===== src/rtl/utlb_pkg.sv =====
package utlb_pkg;
  localparam int unsigned NUM_WAYS = 4;
  localparam int unsigned WAY_W    = $clog2(NUM_WAYS);

  typedef enum logic {CTL_IDLE = 1'b0, CTL_WAIT = 1'b1} ctl_state_e;

  // top: 0 -> pair {0,1} is older, lo/hi: older entry inside each pair
  typedef struct packed {
    logic top;
    logic lo;
    logic hi;
  } plru_t;

  function automatic logic [WAY_W-1:0] plru_pick(plru_t s);
    plru_pick = s.top ? {1'b1, s.hi} : {1'b0, s.lo};
  endfunction

  function automatic plru_t plru_touch(plru_t s, logic [WAY_W-1:0] w);
    plru_t n;
    n = s;
    n.top = ~w[1];
    if (w[1]) n.hi = ~w[0];
    else      n.lo = ~w[0];
    return n;
  endfunction
endpackage


===== src/rtl/utlb_plru.sv =====
module utlb_plru
  import utlb_pkg::*;
(
  input  logic             clk,
  input  logic             rst,
  input  logic             touch_en,
  input  logic [WAY_W-1:0] touch_way,
  output logic [WAY_W-1:0] victim
);
  plru_t state_q;

  always_ff @(posedge clk) begin
    if (rst)           state_q <= '0;
    else if (touch_en) state_q <= plru_touch(state_q, touch_way);
  end

  assign victim = plru_pick(state_q);

  AST_PLRU_AWAY: assert property (@(posedge clk) disable iff (rst)
    touch_en |=> victim[1] != $past(touch_way[1]));

  AST_PLRU_RESET: assert property (@(posedge clk)
    $past(rst) |-> victim == '0);
endmodule


===== src/rtl/utlb_entries.sv =====
module utlb_entries
  import utlb_pkg::*;
#(
  parameter int unsigned VPN_W  = 20,
  parameter int unsigned ASID_W = 8,
  parameter int unsigned PFN_W  = 24
) (
  input  logic              clk,
  input  logic              rst,
  input  logic              flush,
  input  logic [VPN_W-1:0]  cmp_vpn,
  input  logic [ASID_W-1:0] cmp_asid,
  output logic              hit,
  output logic [WAY_W-1:0]  hit_way,
  input  logic              rd_en,
  output logic [PFN_W-1:0]  rd_pfn,
  input  logic              wr_en,
  input  logic [WAY_W-1:0]  wr_way,
  input  logic [VPN_W-1:0]  wr_vpn,
  input  logic [ASID_W-1:0] wr_asid,
  input  logic [PFN_W-1:0]  wr_pfn
);
  logic [NUM_WAYS-1:0] vld_q;
  logic [VPN_W-1:0]    vpn_q  [NUM_WAYS];
  logic [ASID_W-1:0]   asid_q [NUM_WAYS];
  logic [PFN_W-1:0]    pfn_mem[NUM_WAYS];
  logic [NUM_WAYS-1:0] match;

  for (genvar g = 0; g < NUM_WAYS; g++) begin : g_cmp
    assign match[g] = vld_q[g] && (vpn_q[g] == cmp_vpn) && (asid_q[g] == cmp_asid);

    always_ff @(posedge clk) begin
      if (wr_en && wr_way == WAY_W'(g)) begin
        vpn_q[g]  <= wr_vpn;
        asid_q[g] <= wr_asid;
      end
    end
  end

  always_ff @(posedge clk) begin
    if (rst || flush) vld_q <= '0;
    else if (wr_en)   vld_q[wr_way] <= 1'b1;
  end

  always_comb begin
    hit_way = '0;
    for (int i = 0; i < NUM_WAYS; i++)
      if (match[i]) hit_way = WAY_W'(i);
  end
  assign hit = |match;

  // frame storage: synchronous write, registered read
  always_ff @(posedge clk) begin
    if (wr_en) pfn_mem[wr_way] <= wr_pfn;
    if (rd_en) rd_pfn <= pfn_mem[hit_way];
  end

  AST_FLUSH_EMPTY: assert property (@(posedge clk) disable iff (rst)
    flush |=> vld_q == '0);

  AST_SINGLE_MATCH: assert property (@(posedge clk) disable iff (rst)
    $onehot0(match));

  AST_WRITE_LANDS: assert property (@(posedge clk) disable iff (rst)
    wr_en && !flush |=> vld_q[$past(wr_way)]);
endmodule


===== src/rtl/utlb_ctrl.sv =====
module utlb_ctrl
  import utlb_pkg::*;
#(
  parameter int unsigned VPN_W  = 20,
  parameter int unsigned ASID_W = 8,
  parameter int unsigned PFN_W  = 24
) (
  input  logic              clk,
  input  logic              rst,
  input  logic              flush,
  input  logic              lk_valid,
  input  logic [VPN_W-1:0]  lk_vpn,
  input  logic [ASID_W-1:0] lk_asid,
  input  logic              hit,
  input  logic [WAY_W-1:0]  hit_way,
  input  logic [WAY_W-1:0]  victim,
  input  logic              rf_ack,
  input  logic              rf_found,
  input  logic [PFN_W-1:0]  rf_pfn,
  output logic              stall,
  output logic              rf_req,
  output logic [VPN_W-1:0]  rf_vpn,
  output logic [ASID_W-1:0] rf_asid,
  output logic              res_valid,
  output logic              res_hit,
  output logic              res_fault,
  output logic [PFN_W-1:0]  refill_pfn,
  output logic              rd_en,
  output logic              wr_en,
  output logic [WAY_W-1:0]  wr_way,
  output logic              touch_en,
  output logic [WAY_W-1:0]  touch_way
);
  ctl_state_e state_q;
  logic accept, hit_now, miss_now, ack_now;

  assign accept   = (state_q == CTL_IDLE) && lk_valid;
  assign hit_now  = accept && hit && !flush;
  assign miss_now = accept && !(hit && !flush);
  assign ack_now  = (state_q == CTL_WAIT) && rf_ack;

  assign rd_en     = hit_now;
  assign wr_en     = ack_now && rf_found && !flush;
  assign wr_way    = victim;
  assign touch_en  = hit_now || wr_en;
  assign touch_way = hit_now ? hit_way : victim;

  assign stall  = (state_q == CTL_WAIT);
  assign rf_req = (state_q == CTL_WAIT);

  always_ff @(posedge clk) begin
    if (rst) begin
      state_q   <= CTL_IDLE;
      res_valid <= 1'b0;
      res_hit   <= 1'b0;
      res_fault <= 1'b0;
    end else begin
      res_valid <= hit_now || ack_now;
      res_hit   <= hit_now;
      res_fault <= ack_now && !rf_found;
      case (state_q)
        CTL_IDLE: if (miss_now) state_q <= CTL_WAIT;
        CTL_WAIT: if (rf_ack)   state_q <= CTL_IDLE;
        default:                state_q <= CTL_IDLE;
      endcase
    end
  end

  always_ff @(posedge clk) begin
    if (miss_now) begin
      rf_vpn  <= lk_vpn;
      rf_asid <= lk_asid;
    end
    if (ack_now) refill_pfn <= rf_pfn;
  end

  AST_MISS_STALLS: assert property (@(posedge clk) disable iff (rst)
    lk_valid && !stall && !(hit && !flush) |=> stall && rf_req);

  AST_REQ_HOLD: assert property (@(posedge clk) disable iff (rst)
    rf_req && !rf_ack |=> rf_req && $stable(rf_vpn) && $stable(rf_asid));

  AST_WAIT_SILENT: assert property (@(posedge clk) disable iff (rst)
    stall && !rf_ack |=> !res_valid);

  AST_ACK_RELEASE: assert property (@(posedge clk) disable iff (rst)
    rf_req && rf_ack |=> !stall && res_valid && !res_hit);

  AST_FAULT_EXCL: assert property (@(posedge clk) disable iff (rst)
    res_fault |-> res_valid && !res_hit);
endmodule


===== src/rtl/utlb_data.sv =====
module utlb_data
  import utlb_pkg::*;
#(
  parameter int unsigned VPN_W  = 20,
  parameter int unsigned ASID_W = 8,
  parameter int unsigned PFN_W  = 24
) (
  input  logic              clk,
  input  logic              rst,
  input  logic              flush,
  input  logic              lk_valid,
  input  logic [VPN_W-1:0]  lk_vpn,
  input  logic [ASID_W-1:0] lk_asid,
  output logic              stall,
  output logic              res_valid,
  output logic              res_hit,
  output logic              res_fault,
  output logic [PFN_W-1:0]  res_pfn,
  output logic              rf_req,
  output logic [VPN_W-1:0]  rf_vpn,
  output logic [ASID_W-1:0] rf_asid,
  input  logic              rf_ack,
  input  logic              rf_found,
  input  logic [PFN_W-1:0]  rf_pfn
);
  logic             hit, rd_en, wr_en, touch_en;
  logic [WAY_W-1:0] hit_way, victim, wr_way, touch_way;
  logic [PFN_W-1:0] rd_pfn, refill_pfn;

  utlb_entries #(.VPN_W(VPN_W), .ASID_W(ASID_W), .PFN_W(PFN_W)) u_entries (
    .clk(clk), .rst(rst), .flush(flush),
    .cmp_vpn(lk_vpn), .cmp_asid(lk_asid),
    .hit(hit), .hit_way(hit_way),
    .rd_en(rd_en), .rd_pfn(rd_pfn),
    .wr_en(wr_en), .wr_way(wr_way),
    .wr_vpn(rf_vpn), .wr_asid(rf_asid), .wr_pfn(rf_pfn)
  );

  utlb_plru u_plru (
    .clk(clk), .rst(rst),
    .touch_en(touch_en), .touch_way(touch_way),
    .victim(victim)
  );

  utlb_ctrl #(.VPN_W(VPN_W), .ASID_W(ASID_W), .PFN_W(PFN_W)) u_ctrl (
    .clk(clk), .rst(rst), .flush(flush),
    .lk_valid(lk_valid), .lk_vpn(lk_vpn), .lk_asid(lk_asid),
    .hit(hit), .hit_way(hit_way), .victim(victim),
    .rf_ack(rf_ack), .rf_found(rf_found), .rf_pfn(rf_pfn),
    .stall(stall), .rf_req(rf_req), .rf_vpn(rf_vpn), .rf_asid(rf_asid),
    .res_valid(res_valid), .res_hit(res_hit), .res_fault(res_fault),
    .refill_pfn(refill_pfn),
    .rd_en(rd_en), .wr_en(wr_en), .wr_way(wr_way),
    .touch_en(touch_en), .touch_way(touch_way)
  );

  assign res_pfn = res_hit ? rd_pfn : refill_pfn;
endmodule


===== config.mk =====
export PLATFORM = sky130hd
export DESIGN_NAME = utlb_data
export DESIGN_NICKNAME = d
export VERILOG_FILES = /design/src/rtl/utlb_pkg.sv /design/src/rtl/utlb_plru.sv /design/src/rtl/utlb_entries.sv /design/src/rtl/utlb_ctrl.sv /design/src/rtl/utlb_data.sv
export SDC_FILE = /design/constraint.sdc
export NUM_CORES = 1
export LEC_CHECK = 0
export BUFFER_PORTS_ARGS = -buffer_cell sky130_fd_sc_hd__buf_2
export CAP_MARGIN = 20
export CORE_MARGIN = 10
export CORE_UTILIZATION = 50
export CTS_BUF_LIST = sky130_fd_sc_hd__clkbuf_16
export DETAILED_ROUTE_END_ITERATION = 8
export PLACE_DENSITY = 0.74
export SYNTH_ARGS = -nofsm -noshare
export SYNTH_HDL_FRONTEND = slang
export SYNTH_SLANG_ARGS = --single-unit

===== constraint.sdc =====
create_clock -name clk -period 6.45 [get_ports clk]
set_input_delay 1.29 -clock clk [delete_from_list [all_inputs] [get_ports clk]]
set_output_delay 1.29 -clock clk [all_outputs]
set_load 0.005 [all_outputs]

After elaboration in Yosys (flattened, before gate mapping)
Memory sizes are Yosys's and may differ from the RTL's. A register that Yosys moved wholly into a read port is not among the register bits.
Cells that the tools add are included.
{"block": "op_classes", "n_lt_le_gt_ge": 2, "n_eq_ne": 11, "muxes": 39, "n_bitwise": 4, "n_reduce_logical": 38}
{"cell": "20-bit == test", "count": 4}
{"cell": "20-bit two-way mux", "count": 3}
{"cell": "20-bit OR reduction", "count": 3}
{"cell": "8-bit == test", "count": 4}
{"cell": "24-bit two-way mux", "count": 1}
{"cell": "8-bit two-way mux", "count": 3}
{"cell": "8-bit OR reduction", "count": 3}
{"cell": "1-bit logical AND", "count": 22}
{"cell": "1-bit two-way mux", "count": 20}
{"cell": "2-bit two-way mux", "count": 10}
{"cell": "2-bit == test, second input constant", "count": 2}
{"cell": "4-bit OR", "count": 1}
{"cell": "2-bit AND reduction", "count": 2}
{"cell": "4-bit OR reduction", "count": 1}
{"cell": "1-bit zero test", "count": 3}
{"cell": "1-bit logical OR", "count": 3}
{"cell": "2-bit by 3-bit less-than comparator with 1-bit output, second input constant", "count": 1}
{"cell": "1-bit inverter", "count": 3}
{"cell": "1-bit demux with 2-bit select", "count": 1}
{"cell": "2-bit by 1-bit == test with 1-bit output, second input constant", "count": 1}
{"cell": "2-bit by 1-bit greater-or-equal comparator with 1-bit output, second input constant", "count": 1}
{"cell": "2-bit zero test", "count": 1}
{"cell": "1-bit case mux with 2 select lines", "count": 1}
{"block": "word_totals", "regBits": 63, "ramBits": 208, "input_bits": 58, "out_inout_bits": 57, "word_cells": 108, "memories": 3}
{"name": "u_entries.pfn_mem", "depth": 4, "width": 24, "rd": 1, "rd_ports_with_merged_regs": 1, "wr": 1, "line": "utlb_entries.sv:26", "text": "logic [PFN_W-1:0] pfn_mem[NUM_WAYS];"}
{"name": "u_entries.vpn_q", "depth": 4, "width": 20, "rd": 4, "rd_ports_with_merged_regs": 0, "wr": 1, "line": "utlb_entries.sv:24", "text": "logic [VPN_W-1:0] vpn_q [NUM_WAYS];"}
{"name": "u_entries.asid_q", "depth": 4, "width": 8, "rd": 4, "rd_ports_with_merged_regs": 0, "wr": 1, "line": "utlb_entries.sv:25", "text": "logic [ASID_W-1:0] asid_q [NUM_WAYS];"}

Depth between registers and ports, before layout
{"block": "depth", "depth_word": 10, "ltp_mapped": 9, "depth_no_buf": 7}

By module
A second synthesis with hierarchy kept.
{"block": "hier_totals", "cells_unflattened": 663, "area_unflattened_um2": 11817.6}
{"mod": "utlb_entries", "instances": 1, "cells_per_inst": 542, "area_each_um2": 9471.6, "seq_area_each_um2": 7046.8}
{"mod": "utlb_ctrl", "instances": 1, "cells_per_inst": 80, "area_each_um2": 1816.7, "seq_area_each_um2": 1641.6}
{"mod": "utlb_data", "instances": 1, "cells_per_inst": 27, "area_each_um2": 396.6, "seq_area_each_um2": 0.0}
{"mod": "utlb_plru", "instances": 1, "cells_per_inst": 14, "area_each_um2": 132.6, "seq_area_each_um2": 60.1}

Worst setup path before layout
No wires, ideal clock.
{"block": "synth_path", "path_kind": "input port to flip-flop", "startpoint": "in rf_ack", "endpoint": "mem u_entries.asid_q[2][0] (enable)", "setup_ps": 531, "arrival_ps": 5850, "t_required_ps": 5919, "slack_ps": 69, "cell_stages": 4, "path_buffers": 0, "path_cell_list": "nand2_1 -> inv_1 -> nand3_1 -> nor3_1"}
{"block": "synth_between", "elab_chain_len": 10, "elab_cells_between_ends": 24, "classes_between": "mux (14); reduce/logical (10)"}
{"element": "start, declared", "line": "utlb_data.sv:22", "text": "input logic rf_ack,"}
{"element": "1-bit logical AND (*)", "line": "utlb_ctrl.sv:40", "text": "assign ack_now = (state_q == CTL_WAIT) && rf_ack;"}
{"element": "named net u_ctrl.ack_now", "line": "utlb_ctrl.sv:35", "text": "logic accept, hit_now, miss_now, ack_now;"}
{"element": "1-bit logical AND (*) (2 in a row)", "line": "utlb_ctrl.sv:43", "text": "assign wr_en = ack_now && rf_found && !flush;"}
{"element": "1-bit logical AND", "line": "utlb_entries.sv:33", "text": "if (wr_en && wr_way == WAY_W'(g)) begin"}
{"element": "1-bit two-way mux", "line": "utlb_entries.sv:33"}
{"element": "1-bit two-way mux (implied by the code)", "line": "utlb_entries.sv:35", "text": "asid_q[g] <= wr_asid;"}
{"element": "8-bit OR reduction (no line)"}
{"element": "2-bit two-way mux (no line) or 1-bit two-way mux (tied branches) (3 in a row)"}
{"element": "end, declared", "line": "utlb_entries.sv:25"}
The timed path passes the listed nets; every way through them passes the cells marked *.

Worst setup path in the final report
{"block": "layout_path", "startpoint": "in rf_ack", "endpoint": "mem u_entries.asid_q[0][7] (enable)"}
The elaborated chain is that of the path after synthesis.

==> results.yml <==
layout:
  multi_input_area_um2: 2626
  diodes: 0
  fill_cells: 1722
  seq_area_um2: 8748
  drive_gt1_frac: 0.2397
  nets: 882
  syn2layout_area_growth_pct: 16.36
floorplanning:
  die_h_um: 172.5
  rows: 55
  core-area_um2: 22780
  dieWidth_um: 172.5
  start_util: 0.5104
  pin_count: 115
  dieArea_um2: 29750
cts:
  ctsHoldBuffers: 0
  htree_levels: 1
  clockBufferDepth: 3
  clk_latency_ns: 0.54
  cts_made_buffers: 30
  cts_resized: 0
  clockRootBuffer: "clkbuf_16"
  cts_tree: "yes"
  cts_setup_buffers: 0
  cts_sinks: 295
  path_clk_slew_ns: 0.06
global_routing:
  antenna_found_initial: 0
  grt_pass1_vias: 6544
  use_met2: 0.2792
  met1_usage: 0.2026
  grt_overflow_total: 0
  grt.met3_usage: 0.03260
  grt_max_degree: 55
  grt_usage: 0.1630
  busiest_layer: "met2"
  grt_pass1_wl_mm: 36.96
synth:
  synth-async-reset-ratio: 0
  avgSynthCellArea_um2: 16.70
  ys_ff_latch: 295
  synth.most_common_cell: "edfxtp_1"
  netlist.area_leader.share: 0.7335
  synth_cell_types: 38
  synth_edf_count: 284
  synthFlopType: "edfxtp_1"
  synth_common_cells: "284 x edfxtp_1, 91 x xnor2_1, 48 x o21ai_0"
  synth_nets: 754
  syn_inst: 696
  yosys.area.top_type: "edfxtp_1"
  syn_area_um2: 11630
  ys_seq_area_frac: 0.7525
  netlist_top_cells_area: "edfxtp_1 73%, xnor2_1 6.9%, mux2_2 2.3%, mux2i_1 2.1%, o21ai_0 2.1%"
  synth_warnings: 0
worst_setup_path:
  cp_max_fo: 50
  crit_chain: "buf_2 > nand2_1 > inv_1 > nand3_1 > nor3_2 > buf_4"
  cp_num_buf_inv: 3
  cp_slowest_cell: "inv_1"
  cp_top_family: "buffers and inverters"
  required_ns: 6.61
  critPathCaptureType: "flop"
  crit_path_max_incr_delay_ns: 0.78
  worstSetupPathType: "in -> reg"
  worst_setup_path_start_kind: "input port"
  cp.arrival_ns: 3.68
power:
  p_leak_uw: 0.004846
  power_uw: 3953
  powerDensity_nw_per_um2: 292.2
  ir_drop_uv: 222.1
sta:
  post-route-min-period_ns: 3.516
  maxClockFrequency_ghz: 0.2844
  grt_setup_unrepaired: "no"
  final-hold-violation-count: 0
  tightest_slew_ns: 1.065
  tns_ns: 0
  slew_violations: 0
  setup_violations: 0
  max_slew_margin: 0.2889
  finClkSkew_ns: 0.01026
  period_share: 0.5452
routing:
  first_pass_iters: 5
  drtIter0Drc: 509
  vias: 6224
  wire_per_inst_um: 21.10
  wirelength_mm: 24.48
  drc_errors: 0
  via_per_inst: 5.366
  ant_nets: 0
hold_path:
  hold_class: "reg -> reg"
flow_run:
  drv_cap: 0
placed_design:
  dp_hpwl_mm: 15.48
  globalplace.congestion: 0.8765
  io_buffers: 114
status:
  outcome: "completed"
[layout by cell type (no fill, tap or decap), types with 2 or more instances in the layout]
master     Yosys  routed
mux2_2        24      24
clkinv_2       0       6
nor3_2         0       2
xnor2_1       91      91
nor4_2         2       2
buf_4          3       8
a21o_1        24      24
mux2i_1       24      24
and2_4         0       2
nor2_1         8       8
o21a_1         4       4
nand2_1       14      14
bufinv_16      0       3
nand3_1        4       4
nor4_1        12      12
edfxtp_1     284     284
or2_1          2       2
a21oi_1        4       3
clkbuf_16      0      31
or4_1          2       2
xnor2_2        5       5
inv_1         32      39
buf_16         0       2
clkinv_1       0       7
xor2_1        14      14
o21ai_0       48      48
nor3_1         6       4
dfxtp_1       11      11
nor3b_1        2       2
nand4_1       37      37
buf_2          9     114
nor2b_1        2       2
[metrics by stage]
| step | cells | cell area (µm²) | hold slack (ns) | setup slack, ns | utilization |
|---|---|---|---|---|---|
| final | 1160 | 13530 | 0.4787 | 2.934 | 0.5939 |
| after global routing | 1160 | 13530 | 0.5101 | 2.689 | 0.5939 |
| after CTS | 1158 | 13470 | 0.4774 | 2.664 | 0.5915 |
| after detailed placement | 1103 | 12520 | 0.4633 | 2.149 | 0.5495 |
| after global placement | 1103 | 12520 | 0.4539 | 2.254 | 0.5495 |
| after floorplan | 696 | 11630 | 0.4406 | 0.06873 | - |
[routing by layer]
| layer | vias to the layer above | wire (µm) |
|---|---|---|
| met5 | - | 0 |
| met4 | 0 | 760 |
| met3 | 51 | 1622 |
| met2 | 239 | 11950 |
| met1 | 3062 | 10150 |
| li1 | 2872 | - |
[cell families after synthesis]
| kind of cell | after synthesis | synth area share |
|---|---|---|
| DFF | 295 | 0.7525 |
| and+or+nand+nor | 97 | 0.04897 |
| buffers and inverters | 60 | 0.02389 |
| xor gates and xnor gates | 110 | 0.08610 |
| AOI/OAI and AO/OA | 86 | 0.04466 |
| muxes | 48 | 0.04391 |
[flip-flops by register name (all words and copies together) (netlist names)]
| register | cells |
|---|---|
| u_entries.pfn_mem | 96 |
| u_entries.vpn_q | 80 |
| u_entries.asid_q | 32 |
| u_ctrl.refill_pfn | 24 |
| u_entries.rd_pfn | 24 |
| u_ctrl.rf_vpn | 20 |
| u_ctrl.rf_asid | 8 |
| u_entries.vld_q | 4 |
| u_plru.state_q | 3 |
| u_ctrl.res_fault | 1 |
| u_ctrl.res_hit | 1 |
| u_ctrl.res_valid | 1 |
| u_ctrl.rf_req | 1 |
[layout make-up]
| class | instances | share of cell area |
|---|---|---|
| flip-flops and latches | 295 | 0.6467 |
| multi-input cells | 341 | 0.1941 |
| clock buffers | 31 | 0.05734 |
| repair buffers | 124 | 0.05068 |
| well taps | 313 | 0.02895 |
| clock inverters | 24 | 0.01332 |
| inverters | 32 | 0.008879 |
[report_power, final]
| part | internal [µW] | switching (µW) | leakage, µW |
|---|---|---|---|
| clock | 981 | 682 | 0.000496 |
| combinational | 59.1 | 89.8 | 0.00169 |
| sequential | 2120 | 17.4 | 0.00266 |
| total | 3160 | 789 | 0.00485 |
[final timing paths]
path                                   start                               end  slack [ns]  depth (start not counted)
max reg2reg         u_ctrl.rf_req$_SDFF_PP0_  u_entries.asid_q[0][7]$_DFFE_PP_        3.38                          5
min reg2reg  u_entries.vld_q[0]$_SDFFE_PP0P_   u_entries.vld_q[0]$_SDFFE_PP0P_        0.48                          1
min          u_entries.vld_q[0]$_SDFFE_PP0P_   u_entries.vld_q[0]$_SDFFE_PP0P_        0.48                          1
max                                   rf_ack  u_entries.asid_q[0][7]$_DFFE_PP_        2.93                          6
Note: power is estimated with default switching activity, not from simulation.
